===== config.mk =====
export PLATFORM = sky130hd
export DESIGN_NAME = spi_window_bridge
export DESIGN_NICKNAME = d
export VERILOG_FILES = /design/src/rtl/spiwb_pkg.sv /design/src/rtl/spiwb_regs.sv /design/src/rtl/spiwb_shifter.sv /design/src/rtl/spiwb_seq.sv /design/src/rtl/spi_window_bridge.sv
export SDC_FILE = /design/constraint.sdc
export NUM_CORES = 1
export LEC_CHECK = 0
export BUFFER_PORTS_ARGS = -buffer_cell sky130_fd_sc_hd__buf_2
export CAP_MARGIN = 25
export CORE_MARGIN = 4
export CORE_UTILIZATION = 50
export DETAILED_ROUTE_END_ITERATION = 16
export PLACE_DENSITY = 0.77
export SLEW_MARGIN = 5
export SYNTH_ARGS = -nofsm -noshare
export SYNTH_HDL_FRONTEND = slang
export SYNTH_HIERARCHICAL = 1
export SYNTH_SLANG_ARGS = --single-unit

===== constraint.sdc =====
create_clock -name clk -period 6.15 [get_ports clk]
set_clock_uncertainty 0.2 [all_clocks]
set_input_delay 0.3075 -clock clk [delete_from_list [all_inputs] [get_ports clk]]
set_output_delay 0.3075 -clock clk [all_outputs]
set_load 0.1 [all_outputs]

===== src/rtl/spiwb_pkg.sv =====
package spiwb_pkg;
  typedef enum logic [1:0] {
    MODE_NREAD = 2'd0,
    MODE_FREAD = 2'd1,
    MODE_WRITE = 2'd2,
    MODE_USER  = 2'd3
  } spi_mode_e;

  typedef struct packed {
    logic [7:0] opcode;
    logic       hold;
    spi_mode_e  mode;
  } dev_ctrl_t;

  localparam int          MAX_DEV    = 5;
  localparam int          CS_W       = 3;
  localparam int          REG_AW     = 5;
  localparam logic [4:0]  ADDR_CFG   = 5'd0;
  localparam logic [4:0]  ADDR_STAT  = 5'd1;
  localparam int          ADDR_CTRL0 = 8;
  localparam int          WE_LSB     = 16;
  localparam logic [31:0] STAT_VALUE = 32'h0000_0800;
endpackage


===== src/rtl/spiwb_regs.sv =====
module spiwb_regs
  import spiwb_pkg::*;
#(
  parameter int NCS = 5
) (
  input  logic                      clk,
  input  logic                      rst_n,
  input  logic                      reg_wen,
  input  logic [REG_AW-1:0]         reg_addr,
  input  logic [31:0]               reg_wdata,
  output logic [31:0]               reg_rdata,
  output logic [NCS-1:0][1:0]       dev_mode,
  output logic [NCS-1:0]            dev_hold,
  output logic [NCS-1:0]            dev_we
);
  dev_ctrl_t ctrl_q [NCS];
  logic [NCS-1:0] we_q;

  for (genvar gi = 0; gi < NCS; gi++) begin : g_dev
    localparam logic [REG_AW-1:0] CA = REG_AW'(ADDR_CTRL0 + gi);
    always_ff @(posedge clk) begin
      if (!rst_n) begin
        ctrl_q[gi] <= '{opcode: 8'h00, hold: 1'b1, mode: MODE_NREAD};
      end else if (reg_wen && reg_addr == CA) begin
        ctrl_q[gi] <= '{opcode: reg_wdata[23:16], hold: reg_wdata[2],
                        mode: spi_mode_e'(reg_wdata[1:0])};
      end
    end
    assign dev_mode[gi] = ctrl_q[gi].mode;
    assign dev_hold[gi] = ctrl_q[gi].hold;
  end

  always_ff @(posedge clk) begin
    if (!rst_n) we_q <= '0;
    else if (reg_wen && reg_addr == ADDR_CFG) we_q <= reg_wdata[WE_LSB +: NCS];
  end
  assign dev_we = we_q;

  always_comb begin
    reg_rdata = '0;
    if (reg_addr == ADDR_CFG) reg_rdata[WE_LSB +: NCS] = we_q;
    if (reg_addr == ADDR_STAT) reg_rdata = STAT_VALUE;
    for (int i = 0; i < NCS; i++) begin
      if (reg_addr == REG_AW'(ADDR_CTRL0 + i))
        reg_rdata = {8'h00, ctrl_q[i].opcode, 13'h0000, ctrl_q[i].hold, ctrl_q[i].mode};
    end
  end
endmodule


===== src/rtl/spiwb_shifter.sv =====
module spiwb_shifter #(
  parameter int HALF = 2
) (
  input  logic       clk,
  input  logic       rst_n,
  input  logic       start,
  input  logic [7:0] tx_byte,
  input  logic       miso,
  output logic       done,
  output logic [7:0] rx_byte,
  output logic       sclk,
  output logic       mosi
);
  localparam int DW = (HALF > 1) ? $clog2(HALF) : 1;
  localparam logic [DW-1:0] DIV_LAST = DW'(HALF - 1);

  logic          busy_q;
  logic [DW-1:0] div_q;
  logic [2:0]    bit_q;
  logic [7:0]    sh_q;

  always_ff @(posedge clk) begin
    if (!rst_n) begin
      busy_q  <= 1'b0;
      div_q   <= '0;
      bit_q   <= '0;
      sh_q    <= '0;
      sclk    <= 1'b0;
      done    <= 1'b0;
      rx_byte <= '0;
    end else begin
      done <= 1'b0;
      if (start) begin
        busy_q <= 1'b1;
        sh_q   <= tx_byte;
        bit_q  <= '0;
        div_q  <= '0;
        sclk   <= 1'b0;
      end else if (busy_q) begin
        if (div_q == DIV_LAST) begin
          div_q <= '0;
          if (!sclk) begin
            sclk    <= 1'b1;
            rx_byte <= {rx_byte[6:0], miso};
          end else begin
            sclk <= 1'b0;
            if (bit_q == 3'd7) begin
              busy_q <= 1'b0;
              done   <= 1'b1;
            end else begin
              bit_q <= bit_q + 3'd1;
              sh_q  <= {sh_q[6:0], 1'b0};
            end
          end
        end else begin
          div_q <= div_q + 1'b1;
        end
      end
    end
  end

  assign mosi = sh_q[7];
endmodule


===== src/rtl/spiwb_seq.sv =====
module spiwb_seq
  import spiwb_pkg::*;
#(
  parameter int NCS = 5
) (
  input  logic                 clk,
  input  logic                 rst_n,
  input  logic                 win_valid,
  output logic                 win_ready,
  input  logic                 win_write,
  input  logic [CS_W-1:0]      win_cs,
  input  logic [1:0]           win_len,
  input  logic [31:0]          win_wdata,
  output logic                 rsp_valid,
  input  logic                 rsp_ready,
  output logic [31:0]          rsp_rdata,
  input  logic [NCS-1:0][1:0]  dev_mode,
  input  logic [NCS-1:0]       dev_we,
  output logic                 sh_start,
  output logic [7:0]           sh_tx,
  input  logic                 sh_done,
  input  logic [7:0]           sh_rx
);
  typedef enum logic [1:0] {S_IDLE, S_SHIFT, S_RESP} seq_state_e;

  seq_state_e  state_q;
  logic [1:0]  idx_q, len_q;
  logic [31:0] wd_q, rd_q;
  logic        wr_q;
  logic        sel_user, sel_we;
  logic [1:0]  nidx;

  always_comb begin
    sel_user = 1'b0;
    sel_we   = 1'b0;
    for (int i = 0; i < NCS; i++) begin
      if (win_cs == CS_W'(i)) begin
        sel_user = (dev_mode[i] == MODE_USER);
        sel_we   = dev_we[i];
      end
    end
  end

  assign nidx = idx_q + 2'd1;

  always_ff @(posedge clk) begin
    if (!rst_n) begin
      state_q  <= S_IDLE;
      idx_q    <= '0;
      len_q    <= '0;
      wd_q     <= '0;
      rd_q     <= '0;
      wr_q     <= 1'b0;
      sh_start <= 1'b0;
      sh_tx    <= '0;
    end else begin
      sh_start <= 1'b0;
      case (state_q)
        S_IDLE: if (win_valid) begin
          idx_q <= '0;
          len_q <= win_len;
          wd_q  <= win_wdata;
          wr_q  <= win_write;
          rd_q  <= '0;
          if (sel_user && (!win_write || sel_we)) begin
            state_q  <= S_SHIFT;
            sh_start <= 1'b1;
            sh_tx    <= win_write ? win_wdata[7:0] : 8'h00;
          end else begin
            state_q <= S_RESP;
            rd_q    <= win_write ? 32'h0 : 32'hFFFF_FFFF;
          end
        end
        S_SHIFT: if (sh_done) begin
          if (!wr_q) rd_q[{idx_q, 3'b000} +: 8] <= sh_rx;
          if (idx_q == len_q) begin
            state_q <= S_RESP;
          end else begin
            idx_q    <= nidx;
            sh_start <= 1'b1;
            sh_tx    <= wr_q ? wd_q[{nidx, 3'b000} +: 8] : 8'h00;
          end
        end
        S_RESP: if (rsp_ready) state_q <= S_IDLE;
        default: state_q <= S_IDLE;
      endcase
    end
  end

  assign win_ready = (state_q == S_IDLE);
  assign rsp_valid = (state_q == S_RESP);
  assign rsp_rdata = rd_q;
endmodule


===== src/rtl/spi_window_bridge.sv =====
module spi_window_bridge
  import spiwb_pkg::*;
#(
  parameter int NCS  = 5,
  parameter int HALF = 2
) (
  input  logic              clk,
  input  logic              rst_n,
  input  logic              reg_wen,
  input  logic [4:0]        reg_addr,
  input  logic [31:0]       reg_wdata,
  output logic [31:0]       reg_rdata,
  input  logic              win_valid,
  output logic              win_ready,
  input  logic              win_write,
  input  logic [2:0]        win_cs,
  input  logic [1:0]        win_len,
  input  logic [31:0]       win_wdata,
  output logic              rsp_valid,
  input  logic              rsp_ready,
  output logic [31:0]       rsp_rdata,
  output logic              spi_sclk,
  output logic              spi_mosi,
  input  logic              spi_miso,
  output logic [NCS-1:0]    spi_cs_n
);
  logic [NCS-1:0][1:0] mode_vec;
  logic [NCS-1:0]      hold_vec;
  logic [NCS-1:0]      we_vec;
  logic                sh_start, sh_done;
  logic [7:0]          sh_tx, sh_rx;

  spiwb_regs #(.NCS(NCS)) u_regs (
    .clk(clk), .rst_n(rst_n), .reg_wen(reg_wen), .reg_addr(reg_addr),
    .reg_wdata(reg_wdata), .reg_rdata(reg_rdata),
    .dev_mode(mode_vec), .dev_hold(hold_vec), .dev_we(we_vec)
  );

  spiwb_seq #(.NCS(NCS)) u_seq (
    .clk(clk), .rst_n(rst_n), .win_valid(win_valid), .win_ready(win_ready),
    .win_write(win_write), .win_cs(win_cs), .win_len(win_len),
    .win_wdata(win_wdata), .rsp_valid(rsp_valid), .rsp_ready(rsp_ready),
    .rsp_rdata(rsp_rdata), .dev_mode(mode_vec), .dev_we(we_vec),
    .sh_start(sh_start), .sh_tx(sh_tx), .sh_done(sh_done), .sh_rx(sh_rx)
  );

  spiwb_shifter #(.HALF(HALF)) u_shift (
    .clk(clk), .rst_n(rst_n), .start(sh_start), .tx_byte(sh_tx),
    .miso(spi_miso), .done(sh_done), .rx_byte(sh_rx),
    .sclk(spi_sclk), .mosi(spi_mosi)
  );

  assign spi_cs_n = hold_vec;
endmodule


-- After elaboration in Yosys (flattened, before gate mapping)
Memory sizes are Yosys's and may differ from the RTL's.
Cells that the tools add are included.
W data, S select, Z words.
- output and inout port bits: 73
- flip-flop bits (word level): 108
- memory bits (writable): 55
- logic and storage cells: 169
- memories kept: 1
- memories (name ; depth ; bits a word ; rd ports ; clocked after Yosys merged registers in ; wr ports ; line ; RTL):
    u_regs.ctrl_q ; 5 ; 11 ; 5 ; 0 ; 5 ; spiwb_regs.sv:16 ; dev_ctrl_t ctrl_q [NCS];
- equality and inequality tests: 27
- shift operators: 3
- add/subtract/negate cells: 4
- mux-type cells: 80
- bitwise gates (word level): 11
- reduce and logical (&&, ||, !) cells: 27
- operators with widths (operator ; number):
    $mux W32 ; 5
    $mux W24 ; 5
    $mux W8 ; 11
    $pmux W32 S2 ; 1
    $mux W11 ; 5
    $mux W1 ; 38
    $bwmux W32 ; 1
    $shift A8 B7 Y32 const A ; 1
    $shiftx A32 B6 Y8 ; 1
    $shiftx A8 B7 Y32 ; 1
    $eq A5 B4 Y1 const B ; 5
    $reduce_and A4 Y1 ; 6
    $mux W21 ; 1
    $mux W2 ; 8
    $pmux W8 S2 ; 1
    $eq A2 B2 Y1 const B ; 6
    $ne A2 B1 Y1 const B ; 4
    $ne A2 B2 Y1 const B ; 4
    $reduce_bool A2 Y1 ; 4
    $logic_and A1 B1 Y1 ; 7
    $neg A5 Y7 ; 1
    $eq A3 B2 Y1 const B ; 2
    $eq A3 B3 Y1 const B ; 2
    $not A1 Y1 ; 6
    21 further kinds ; 26

-- Depth between registers and ports, before layout
- depth in word-level cells: 11
- mapped depth: 8
- mapped depth without buffers: 6

-- By module
The synthesis kept the hierarchy.
- modules (own cells, without submodules) (module ; instances ; area an instance (um2) ; cells an instance):
    spiwb_seq ; 1 ; 3717.3 ; 423
    spiwb_regs ; 1 ; 3189.3 ; 306
    spiwb_shifter ; 1 ; 920.9 ; 89

-- Worst setup path before layout
Ideal clock, no wire load.
- kind: input to output
- start: input port reg_addr[0]
- end: output port reg_rdata[11]
- path buffers: 2
- path slack: 2970 ps
- stages: 4
- arrival time: 2672 ps
- required time: 5642 ps
- cells stage by stage: buf_4 > buf_2 > nand2_1 > nor3_1
- word-level cells in the longest chain between the ends: 7
- elaborated cells on any way between the ends: 12
- ends and longest elaborated chain (element ; line ; RTL):
    start, declared ; spi_window_bridge.sv:10 ; input logic [4:0] reg_addr,
    $eq A5 B1 Y1 ; spiwb_regs.sv:42 ; if (reg_addr == ADDR_STAT) reg_rdata = STAT_VALUE;
    $mux W21 ; spiwb_regs.sv:42 ;
    $mux W24 (4 in series) ; spiwb_regs.sv:44 ; if (reg_addr == REG_AW'(ADDR_CTRL0 + i))
    $mux W24 * ; spiwb_regs.sv:44 ;
    end, declared ; spi_window_bridge.sv:12 ; output logic [31:0] reg_rdata,
Mark *: on every way between the ends. The rest lies on a longest branch, timed or not.

-- Final worst setup path
- start: register u_seq.idx_q[0]
- end: register u_seq.rd_q[10], in the netlist u_seq/rsp_rdata[10]
- word-level cells in the longest chain between the ends: 6
- elaborated cells on any way between the ends: 7
- ends and longest elaborated chain (element ; line ; RTL):
    start, declared ; spiwb_seq.sv:27 ; logic [1:0] idx_q, len_q;
    start signal, assigned ; spiwb_seq.sv:79 ; idx_q <= nidx;
    $neg A5 Y7 * ; spiwb_seq.sv:75 ; if (!wr_q) rd_q[{idx_q, 3'b000} +: 8] <= sh_rx;
    $shiftx A8 B7 Y32 / $shift A8 B7 Y32 (equally long branches) ; spiwb_seq.sv:75 ;
    $bwmux W32 * ; spiwb_seq.sv:75 ;
    $mux W32 * ; spiwb_seq.sv:75 ;
    $mux W32 * ; spiwb_seq.sv:74 ; S_SHIFT: if (sh_done) begin
    $pmux W32 S2 * ; spiwb_seq.sv:58 ; case (state_q)
    end signal, assigned ; spiwb_seq.sv:71 ; rd_q <= win_write ? 32'h0 : 32'hFFFF_FFFF;
    end signal, assigned by index ; spiwb_seq.sv:75 ;
    end, declared ; spiwb_seq.sv:28 ; logic [31:0] wd_q, rd_q;
Mark *: on every way between the ends. The rest lies on a longest branch, timed or not. The select of a mux whose other input is x is not followed.
A chain may end at the register's enable or synchronous reset.

==> impl_results.md <==
* Drt pass-1 iters at 5
* # clock sinks at 163
* Max-cap check violation count at 0
* F_max at 298 MHz
* Post-Route WL at 20100 um
* DR DRC count at 0
* First-pass GRT wire length at 31400 um
* Syn-to-layout area delta at 19.0%
* Critical path endpoint category: register
* Die Ht at 133 um
* Std-Cell Rows at 45
* Area contributors post-synth: dfxtp_1, edfxtp_1, nand2_1, mux2i_1, a31oi_2
* WL/cell at 17.3 um
* GP Congestion at 0.852
* Boundary Pins at 154
* Most frequent cells in the layout: nand2_1, buf_2, dfxtp_1
* Core Area at 15300 um2
* RSZ-0062 raised after global routing: no
* Synth async-reset ratio at 0
* Status: finished clean
* Count of non-filler cells in the finished layout at 1163
* Cells after DPL at 1086
* Register bit total from synthesis at 163
* Most common cell after layout, fill and taps aside: nand2_1
* Share of the synthesized area in the top cell type at 0.276
* CTS root buf: clkbuf_16
* Crit path cell chain: inv_1 -> ha_1 -> nand2_2 -> nor4b_2 -> nand2_1 -> a31oi_2
* Post-synth EDFFs at 55
* Mux cell area share after synthesis at 0.0486
* Cell variety after synth at 60
* Layout Nets at 1024
* DRT iter0 DRCs at 562
* Setup-failing EPs final at 0
* Adder-Cell Fraction of Synth Area at 0.00959
* Largest family of logic cells by synthesized area: compound AO/OA/AOI/OAI gates
* Synth Area in XOR/XNOR at 0.00559
* Critical path launch point type: register
* Synth area leader: dfxtp_1
* Final min period at 3.36 ns
* Critical Path RT at 6.30 ns
* Synth Flop Type: dfxtp_1
* Warnings from Yosys at 6
* Vias in the first global route at 6124
* Worst slew margin at 0.337
* Complex-gate fraction of the synthesized area at 0.190
* CTS tree: done
* Cts bufs inserted at 17
* Via count at 6382
* Netlist Area Pre-Place at 7830 um2
* Post-Syn Instances at 818
* CP max FO at 19
* Later-pin clock latency in the skew report at 0.42 ns
* Share of cells above drive strength 1 at 0.209
* Worst-path clk slew at 0.06 ns
* H-tree level count at 4
* Grt total ovfl at 0
* Post-cts resize count at 0
* HPWL Detailed at 12600 um
* Avg Inst Size Synth at 9.57 um2
* Worst path slowest cell: ha_1
* DRT antenna net count at 0
* Initial antenna violation count at 4
* Power Density at 302 nW/um2
* Port bufs at 112
* Max clock buf depth at 2
* P_leak at 0.00353 uW
* Maximum number of pins on one net before global-route repair at 44
* Vias per Instance at 5.49
* Max stage delay on crit path at 0.99 ns
* Synth Area in Simple Gates at 0.182
* Starting density of the core at 0.513
* Die ar. at 17700 um2
* Peak supply drop at 0.212 mV
* Total power at 2810 uW
* Final period utilization at 0.546
* CP Class: reg -> reg
* Final-report hold violation count at 0
* Min-delay worst type: in -> reg
* Setup_tns at 0 ns
* Slew Limit Fails at 0
* Sequential area share after synthesis at 0.487
* Gr usage total at 0.222
* Worst-Margin Slew at 0.994 ns
* Data arrival time of the critical path at 3.51 ns
* Die W at 133 um
## cell families (layout without fill, tap and decap cells)
family,count (synthesis),count (layout)
buffers and inverters,98,211
DFF,163,163
other,1,22
AOI/OAI and AO/OA,207,207
xor gates and xnor gates,5,5
muxes,38,38
and+or+nand+nor,300,300
adders and majority gates,6,6
## critical path: cells and delay by family (launching register included)
family | cells | cell delay [ns]
simple gates | 3 | 1.11
flops | 1 | 0.56
compound gates | 1 | 0.21
fa+ha+maj | 1 | 0.99
buf+inv | 1 | 0.21
## metrics by stage
stage | worst slack, ns | area, um2 | util | hold WS [ns]
after floorplan | 2.97 | 7900 | - | 0.236
after global placement | 2.91 | 8260 | 0.541 | 0.241
after detailed placement | 2.80 | 8280 | 0.543 | 0.246
after CTS | 2.78 | 9310 | 0.610 | 0.0645
after global routing | 2.60 | 9310 | 0.610 | 0.100
final | 2.79 | 9310 | 0.610 | 0.0768
## sequential cells by signal (all words and copies together) (netlist names)
signal,count
u_regs/ctrl_q,55
u_regs/dev_we,5
u_seq/idx_q,2
u_seq/len_q,2
u_seq/rsp_rdata,32
u_seq/sh_start,1
u_seq/sh_tx,8
u_seq/state_q,2
u_seq/wd_q,32
u_seq/wr_q,1
u_shift/bit_q,3
u_shift/busy_q,1
u_shift/div_q,1
u_shift/done,1
u_shift/rx_byte,8
u_shift/sclk,1
u_shift/sh_q,8
## where the power goes
part / internal (uW) / switching, uW
clock network: 628 / 428
registers: 1180 / 32.2
logic: 119 / 427
total: 1920 / 887
## synthesized netlist by cell type, types with 6 or more instances
cell / count
nand3_1: 11
edfxtp_1: 55
nor2_1: 70
a21oi_1: 63
nand2b_1: 7
clkbuf_1: 22
nand2_1: 141
a31oi_2: 28
a22o_1: 13
nor3_1: 11
mux2i_1: 38
buf_4: 42
o21ai_0: 55
dfxtp_1: 108
o221ai_1: 8
o21a_1: 8
ha_1: 6
nor2b_1: 18
buf_6: 7
buf_2: 15
inv_1: 12
## area by class of cell
type / instances / area (um2)
antenna: 2 / 5.00
timing repair buffer: 167 / 1090
tap: 211 / 264
sequential: 163 / 3810
multi-input combinational: 576 / 3500
fill: 1216 / 5950
clock buffer: 23 / 509
inverter: 12 / 45.0
clock inverter: 9 / 86.3
## layer usage
layer,global-route usage,vias to the layer above,part of all wire
li1,-,3074,-
met1,0.270,2958,0.40
met2,0.369,287,0.48
met3,0.0585,59,0.079
met4,0.102,4,0.035
met5,0,-,0.00090
## timing repair
| item | 4_1_cts | 5_1_grt |
|---|---|---|
| hold endpoints to repair | 47 | 0 |
| buffers inserted | 0 | 0 |
| hold buffers | 43 | 0 |
## final timing paths
check,slack (ns),to,cells after the start,from
setup / recovery,2.79,u_seq/rsp_rdata[10],6,u_seq/idx_q[0]
hold / removal,0.08,u_regs/ctrl_q[2][10],3,reg_wdata[23]
setup reg to reg,2.79,u_seq/rsp_rdata[10],6,u_seq/idx_q[0]
hold reg to reg,0.26,u_seq/wd_q[5],2,u_seq/wd_q[5]
No activity file was read; power rests on OpenSTA's default activity.
